## src/rtl/irq_pkg.sv

```systemverilog
package irq_pkg;
  localparam int CORE_W = 3;
  localparam int CORE_TMR = 0;
  localparam int CORE_EXT = 1;
  localparam int CORE_CHG = 2;

  typedef struct packed {
    logic edge_rise;
    logic glb_en;
    logic grp_en;
    logic chg_en;
    logic ext_en;
    logic tmr_en;
  } irq_cfg_t;

  localparam int CFG_W = $bits(irq_cfg_t);
  localparam irq_cfg_t CFG_RESET = '{edge_rise: 1'b1, default: 1'b0};
endpackage

```

## src/rtl/irq_sync.sv

```systemverilog
module irq_sync #(
  parameter int W = 1
) (
  input  logic         clk,
  input  logic         rst,
  input  logic [W-1:0] d_i,
  output logic [W-1:0] q_o
);
  for (genvar i = 0; i < W; i++) begin : g_bit
    logic meta_q, stab_q;
    always_ff @(posedge clk) begin
      if (rst) begin
        meta_q <= 1'b0;
        stab_q <= 1'b0;
      end else begin
        meta_q <= d_i[i];
        stab_q <= meta_q;
      end
    end
    assign q_o[i] = stab_q;
  end
endmodule

```

## src/rtl/irq_pin_events.sv

```systemverilog
module irq_pin_events #(
  parameter int PORT_W = 4
) (
  input  logic              clk,
  input  logic              rst,
  input  logic              ext_s_i,
  input  logic [PORT_W-1:0] port_s_i,
  input  logic              edge_rise_i,
  input  logic              port_rd_i,
  output logic              ext_evt_o,
  output logic              chg_evt_o
);
  logic              ext_prev_q;
  logic [PORT_W-1:0] snap_q;

  always_ff @(posedge clk) begin
    if (rst) begin
      ext_prev_q <= 1'b0;
      snap_q     <= '0;
    end else begin
      ext_prev_q <= ext_s_i;
      if (port_rd_i) snap_q <= port_s_i;
    end
  end

  always_comb begin
    if (edge_rise_i) ext_evt_o = ext_s_i & ~ext_prev_q;
    else             ext_evt_o = ~ext_s_i & ext_prev_q;
  end

  assign chg_evt_o = |(port_s_i ^ snap_q);

  AST_EDGE_POLARITY: assert property (@(posedge clk) disable iff (rst)
    ext_evt_o |-> (ext_s_i == edge_rise_i && ext_prev_q != ext_s_i));
  AST_SNAP_RELOAD: assert property (@(posedge clk) disable iff (rst)
    port_rd_i |=> !chg_evt_o || ($past(port_s_i) != port_s_i));
endmodule

```

## src/rtl/irq_flag_bank.sv

```systemverilog
module irq_flag_bank #(
  parameter int W = 3
) (
  input  logic         clk,
  input  logic         rst,
  input  logic [W-1:0] set_i,
  input  logic [W-1:0] clr_i,
  output logic [W-1:0] flags_o
);
  always_ff @(posedge clk) begin
    if (rst) flags_o <= '0;
    else     flags_o <= (flags_o & ~clr_i) | set_i;
  end

  AST_SET_WINS: assert property (@(posedge clk) disable iff (rst)
    (|set_i) |=> ((flags_o & $past(set_i)) == $past(set_i)));
  AST_FLAG_STICKY: assert property (@(posedge clk) disable iff (rst)
    (|flags_o) |=> (($past(flags_o) & ~$past(clr_i) & ~flags_o) == '0));
  AST_CLR_APPLIES: assert property (@(posedge clk) disable iff (rst)
    (|(clr_i & ~set_i)) |=> ((flags_o & $past(clr_i & ~set_i)) == '0));
  AST_NO_SPURIOUS_SET: assert property (@(posedge clk) disable iff (rst)
    1'b1 |=> ((flags_o & ~$past(flags_o) & ~$past(set_i)) == '0));
endmodule

```

## src/rtl/irq_flag_ctrl.sv

```systemverilog
module irq_flag_ctrl
  import irq_pkg::*;
#(
  parameter int PORT_W   = 4,
  parameter int N_PERIPH = 8
) (
  input  logic                clk,
  input  logic                rst,
  input  logic                tmr_ovf_i,
  input  logic                ext_pin_i,
  input  logic [PORT_W-1:0]   port_pins_i,
  input  logic                port_rd_i,
  input  logic [N_PERIPH-1:0] periph_set_i,
  input  logic                cfg_wr_i,
  input  logic [5:0]          cfg_wdata_i,
  input  logic                pen_wr_i,
  input  logic [N_PERIPH-1:0] pen_wdata_i,
  input  logic [2:0]          core_clr_i,
  input  logic [N_PERIPH-1:0] periph_clr_i,
  output logic [2:0]          core_flags_o,
  output logic [N_PERIPH-1:0] periph_flags_o,
  output logic [5:0]          cfg_o,
  output logic [N_PERIPH-1:0] pen_o,
  output logic                irq_o
);
  localparam int SYNC_W = PORT_W + 1;

  irq_cfg_t            cfg_q;
  logic [N_PERIPH-1:0] pen_q;
  logic [SYNC_W-1:0]   pins_s;
  logic                ext_evt, chg_evt;
  logic [CORE_W-1:0]   core_set, core_en;
  logic                core_hit, periph_hit;

  irq_sync #(.W(SYNC_W)) u_sync (
    .clk (clk),
    .rst (rst),
    .d_i ({port_pins_i, ext_pin_i}),
    .q_o (pins_s)
  );

  irq_pin_events #(.PORT_W(PORT_W)) u_events (
    .clk         (clk),
    .rst         (rst),
    .ext_s_i     (pins_s[0]),
    .port_s_i    (pins_s[SYNC_W-1:1]),
    .edge_rise_i (cfg_q.edge_rise),
    .port_rd_i   (port_rd_i),
    .ext_evt_o   (ext_evt),
    .chg_evt_o   (chg_evt)
  );

  always_comb begin
    core_set           = '0;
    core_set[CORE_TMR] = tmr_ovf_i;
    core_set[CORE_EXT] = ext_evt;
    core_set[CORE_CHG] = chg_evt;
    core_en            = '0;
    core_en[CORE_TMR]  = cfg_q.tmr_en;
    core_en[CORE_EXT]  = cfg_q.ext_en;
    core_en[CORE_CHG]  = cfg_q.chg_en;
  end

  irq_flag_bank #(.W(CORE_W)) u_core_flags (
    .clk     (clk),
    .rst     (rst),
    .set_i   (core_set),
    .clr_i   (core_clr_i),
    .flags_o (core_flags_o)
  );

  irq_flag_bank #(.W(N_PERIPH)) u_periph_flags (
    .clk     (clk),
    .rst     (rst),
    .set_i   (periph_set_i),
    .clr_i   (periph_clr_i),
    .flags_o (periph_flags_o)
  );

  always_ff @(posedge clk) begin
    if (rst) begin
      cfg_q <= CFG_RESET;
      pen_q <= '0;
    end else begin
      if (cfg_wr_i) cfg_q <= irq_cfg_t'(cfg_wdata_i);
      if (pen_wr_i) pen_q <= pen_wdata_i;
    end
  end

  assign core_hit   = |(core_flags_o & core_en);
  assign periph_hit = cfg_q.grp_en & (|(periph_flags_o & pen_q));

  always_ff @(posedge clk) begin
    if (rst) irq_o <= 1'b0;
    else     irq_o <= cfg_q.glb_en & (core_hit | periph_hit);
  end

  assign cfg_o = cfg_q;
  assign pen_o = pen_q;

  AST_GLOBAL_GATE: assert property (@(posedge clk) disable iff (rst)
    !cfg_q.glb_en |=> !irq_o);
  AST_GROUP_GATE: assert property (@(posedge clk) disable iff (rst)
    (!cfg_q.grp_en && !core_hit) |=> !irq_o);
  AST_CORE_RAISES: assert property (@(posedge clk) disable iff (rst)
    (cfg_q.glb_en && core_hit) |=> irq_o);
  AST_CHG_PERSISTS: assert property (@(posedge clk) disable iff (rst)
    (chg_evt && !port_rd_i) |=> core_flags_o[CORE_CHG]);
endmodule

```

## config.mk

```make
export PLATFORM = sky130hd
export DESIGN_NAME = irq_flag_ctrl
export DESIGN_NICKNAME = d
export VERILOG_FILES = /design/src/rtl/irq_pkg.sv /design/src/rtl/irq_sync.sv /design/src/rtl/irq_pin_events.sv /design/src/rtl/irq_flag_bank.sv /design/src/rtl/irq_flag_ctrl.sv
export SDC_FILE = /design/constraint.sdc
export NUM_CORES = 1
export LEC_CHECK = 0
export ABC_AREA = 1
export CAP_MARGIN = 5
export CORE_MARGIN = 4
export CORE_UTILIZATION = 36
export DETAILED_ROUTE_END_ITERATION = 12
export PLACE_DENSITY = 0.76
export SYNTH_ARGS = -nofsm -noshare
export SYNTH_HDL_FRONTEND = slang
export SYNTH_SLANG_ARGS = --single-unit
export TNS_END_PERCENT = 100
```

## constraint.sdc

```tcl
create_clock -name clk -period 0.82 [get_ports clk]
set_input_delay 0.082 -clock clk [delete_from_list [all_inputs] [get_ports clk]]
set_output_delay 0.082 -clock clk [all_outputs]
set_load 0.01 [all_outputs]
```

# --- Word level (Yosys, flattened, before mapping) ---
# Cells that the tools add are included.
word_totals:
  regBits: 41
  inputBits: 44
  out_inout_bits: 26
  word_cells: 42
op_classes:
  n_mux: 1
  bitwise: 16
  n_reduce_logical: 3
ops:
  columns: ["operator", "count"]
  rows:
  - ["8-bit bitwise AND", 2]
  - ["8-bit inverter", 1]
  - ["8-bit bitwise OR", 1]
  - ["8-bit OR reduction", 1]
  - ["3-bit bitwise AND", 2]
  - ["1-bit bitwise AND", 4]
  - ["4-bit OR reduction", 1]
  - ["4-bit bitwise XOR", 1]
  - ["3-bit inverter", 1]
  - ["3-bit bitwise OR", 1]
  - ["3-bit OR reduction", 1]
  - ["1-bit inverter", 2]
  - ["1-bit 2-to-1 mux", 1]
  - ["1-bit bitwise OR", 1]

# --- Depth between registers and ports, before layout ---
depth:
  word_depth: 5
  depth_mapped: 7
  ltp_nobuf: 7

# --- By module ---
# Synthesis repeated with hierarchy kept, for this count alone.
hier_totals:
  hier_cells: 218
  hier_area_um2: 1606.5
modules_own_cells:
  columns: ["module", "n_inst", "cells_each", "area_per_inst_um2", "seq_area_each_um2"]
  rows:
  - ["irq_flag_ctrl", 1, 83, 579.3, 300.3]
  - ["irq_flag_bank (u_periph_flags)", 1, 41, 331.6, 160.2]
  - ["irq_sync", 1, 36, 324.1, 200.2]
  - ["irq_pin_events", 1, 43, 262.8, 100.1]
  - ["irq_flag_bank (u_core_flags)", 1, 15, 108.9, 60.1]

# --- Least setup slack after synthesis ---
# OpenSTA, ideal clock, no wires.
synth_timing:
  path_kind: "register to register"
  startpoint: "reg u_core_flags.flags_o[2]"
  endpoint: "reg u_core_flags.flags_o[2]"
  setup_ns: 0.056
  arrival_ns: 0.736
  required_time_ns: 0.764
  path_slack_ns: 0.028
  path_stages_with_launch: 7
  path_buffers: 0
  synth_period_minus_slack_ns: 0.792
  cell_sequence: "dfxtp_1 > inv_1 > o21ai_0 > nor2_1 > nand3_1 > nand2_1 > inv_1"
synth_via:
  elab_chain_len: 2
synth_lines:
  columns: ["element", "line", "text"]
  rows:
  - ["from (decl)", "irq_flag_bank.sv:8", "output logic [W-1:0] flags_o"]
  - ["from (signal assigned)", "irq_flag_bank.sv:12", "else flags_o <= (flags_o & ~clr_i) | set_i;"]
  - ["3-bit bitwise AND", "irq_flag_bank.sv:12", null]
  - ["3-bit bitwise OR", "irq_flag_bank.sv:12", null]
# Every way passes these cells.
# A chain may end at the register's enable or synchronous reset.

# --- Worst setup path after layout ---
layout_timing:
  startpoint: "reg u_periph_flags.flags_o[4]"
  endpoint: "reg irq_o"
layout_via:
  elab_chain_len: 5
layout_lines:
  columns: ["element", "line", "text"]
  rows:
  - ["from (decl)", "irq_flag_bank.sv:8", null]
  - ["from (signal assigned)", "irq_flag_bank.sv:12", null]
  - ["8-bit bitwise AND", "irq_flag_ctrl.sv:91", "assign periph_hit = cfg_q.grp_en & (|(periph_flags_o & pen_q));"]
  - ["8-bit OR reduction", "irq_flag_ctrl.sv:91", null]
  - ["1-bit bitwise AND", "irq_flag_ctrl.sv:91", null]
  - ["1-bit bitwise OR", "irq_flag_ctrl.sv:95", "else irq_o <= cfg_q.glb_en & (core_hit | periph_hit);"]
  - ["1-bit bitwise AND", "irq_flag_ctrl.sv:95", null]
  - ["to (signal assigned)", "irq_flag_ctrl.sv:95", null]
  - ["to (decl)", "irq_flag_ctrl.sv:24", "output logic irq_o"]
# Every way passes these cells.

==> summary.txt <==
Layout
  – Share of cells above drive strength 1: 0.3333
  – Final std cells w/o fill: 339
  – Area Growth Syn to Fin: 74.47%
  – # diodes: 0
  – Storage cell area: 852.1 um^2
  – Final core utilization: 0.6752
  – Fillers: 327
  – Multi-input gate area: 528.0 um^2
  – Most frequent cells in the layout: 56 x nor2_1, 42 x clkdlybuf4s50_1, 30 x buf_6
  – Most common cell after layout, fill and taps aside: nor2_1
  – Final nets: 335

Outcome
  – Violated checks: setup timing
  – Outcome: finished with violations

STA
  – Fin crit period: 921.1 ps
  – Skew final: 5.753 ps
  – Final WS setup: -101.1 ps
  – Final setup viols: 12
  – Slew @ Worst Pin: 212.8 ps
  – Count of pins over their slew limit: 0
  – Fin crit share: 1.123
  – Final hold vios: 0
  – Unrepaired setup endpoints after global routing: true
  – Fmax: 1086 MHz
  – Relative slew slack: 0.8577

Floorplan
  – IO Pins: 70
  – Site row count: 22
  – Die span in y: 71.91 um
  – CORE AREA: 3799 um^2
  – Die ar.: 5170 um^2
  – Initial Util: 0.3870
  – Die width: 71.91 um

Setup path
  – Worst setup SP type: register
  – RR Endpoint: irq_o
  – Reg2reg start: u_periph_flags.flags_o[4]
  – Worst Path Required: 1000 ps
  – R2r setup slk: -100 ps
  – WS Path Type: reg -> reg
  – Worst setup startpoint: u_periph_flags.flags_o[4]
  – Critical Path End Type: register
  – Crit path max fanout: 2
  – R2R cell count: 7
  – Critical path data arrival time: 1100 ps

Drt
  – DRT Pass-1 Iters: 4
  – Vias: 1466
  – Initial DRC Count: 101
  – Wire per inst: 11.17 um
  – Post-route ant nets: 0
  – Number of remaining DRC errors: 0
  – WL final: 3788 um
  – DR vias/cell: 4.324

Global routing
  – Tot GR Track Use: 0.1553
  – Pin count of the biggest net entering global routing: 21
  – First-pass GRT wire length: 6237 um
  – Total congestion overflow: 0
  – Vias in the first global route: 1378
  – Initial antenna violation count: 0

Power
  – Cell Pwr Density: 1690 nW/um^2
  – Lkg Pwr: 1.237 nW
  – Peak VDD IR: 0.001086 V

Job
  – Max cap viols: 0

Clock network
  – Cts bufs inserted: 5
  – CTS max path bufs: 2
  – Clk slew on worst S/H paths: 70 ps
  – CTS Root Cell: clkbuf_8
  – CTS Sinks: 41
  – H-Tree Depth: 2
  – Worst skew pair latency: 290 ps
  – CTS tree: yes
  – Hold-fix buffers, CTS: 0

Worst hold path
  – Hold Path End: u_periph_flags.flags_o[0]
  – Worst Hold Depth: 3
  – Hold_sp: rst
  – Hold Crit Class: in -> reg

Logic synthesis
  – Synth Register Bits: 41
  – Sequential share of the synthesized area: 0.5583
  – Synth unique cells: 14
  – Syn. warnings: 0
  – Post-Syn Nets: 238
  – Syn Area/Cell: 7.578 um^2
  – Syn Inst Count: 194
  – Mapped cell area: 1470 um^2

Placed design
  – Estimated wirelength of the detail-placed design: 2848 um
  – Port buffer count: 69
  – RD Place Congestion: 0.7558
  – Post-placement cell count: 331
==> layer usage <==
| metal | part of all wire | track usage |
|---|---|---|
| met2 | 0.49 | 0.2643 |
| met4 | 0.015 | 0.05637 |
| met1 | 0.44 | 0.1878 |
| met5 | 0 | 0 |
| met3 | 0.057 | 0.04155 |
==> worst max-delay path, cell delays in order (launching register included) <==
cell	delay, ps
dfxtp_2	340
buf_6	110
nand2_2	50
nand2_2	50
nor2_2	90
nand2_1	60
nand2_1	70
a21oi_1	50
==> cell usage after synthesis <==
cell,n,area (um^2)
a21oi_1,13,65.06
inv_2,3,11.26
xor2_1,2,17.52
nand3_1,2,10.01
o21ai_0,9,45.04
buf_4,3,22.52
o21ai_1,10,50.05
nand2_1,22,82.58
xnor2_1,1,8.760
nor2_1,58,217.7
o211ai_1,1,7.510
dfxtp_1,41,820.8
inv_1,27,101.4
buf_2,2,10.01
==> worst max-delay path by stage <==
stage	end	slack, ps
2_1_floorplan	u_core_flags.flags_o[2]	30
3_3_place_gp	pen_o[3]	-280
3_5_place_dp	pen_o[4]	-310
4_1_cts	irq_o	-90
5_1_grt	u_core_flags.flags_o[2]	-140
6_report	irq_o	-100
==> state kept, by name (all words and copies together), names as in the netlist <==
| register | flops |
|---|---|
| u_sync.g_bit.stab_q | 5 |
| u_events.ext_prev_q | 1 |
| u_periph_flags.flags_o | 8 |
| pen_o | 8 |
| irq_o | 1 |
| u_core_flags.flags_o | 3 |
| u_sync.g_bit.meta_q | 5 |
| cfg_o | 6 |
| u_events.snap_q | 4 |
==> stage by stage <==
stage	area [um^2]	hold slack (ps)	setup TNS, ps	power (mW)	setup WS, ps
floorplan	1470	176.2	0	2.483	28.38
global placement	2376	392.3	-11190	3.005	-281.7
detailed placement	2376	395.7	-11950	3.017	-308.5
CTS	2527	301.0	-326.7	4.354	-85.24
global route	2565	265.4	-1138	4.561	-135.3
finish	2565	246.5	-199.4	4.334	-101.1
==> timing repair <==
item,CTS,global route
buffers inserted,0,1
setup endpoints to repair,34,32
pin swaps,4,4
resized for setup,164,9
==> where the power goes <==
| part | internal [mW] | switching, mW |
|---|---|---|
| combinational | 0.518 | 0.311 |
| sequential | 2.13 | 0.0850 |
| clock | 0.667 | 0.620 |
==> cells by family (layout without fill, tap and decap cells) <==
| logic type | Yosys count | after routing | share of synthesized area |
|---|---|---|---|
| and+or+nand+nor | 82 | 82 | 0.2111 |
| DFF | 41 | 41 | 0.5583 |
| buffers and inverters | 35 | 132 | 0.09872 |
| xor gates and xnor gates | 3 | 3 | 0.01788 |
| AOI/OAI and AO/OA | 33 | 33 | 0.1140 |
==> layout make-up <==
class / count / area share
sequential: 41 / 0.3322
clock buffer: 7 / 0.03366
inverter: 30 / 0.04488
timing repair buffer: 95 / 0.3600
multi-input combinational: 118 / 0.2059
tap: 48 / 0.02341
Power figures use the tool's default switching activity.
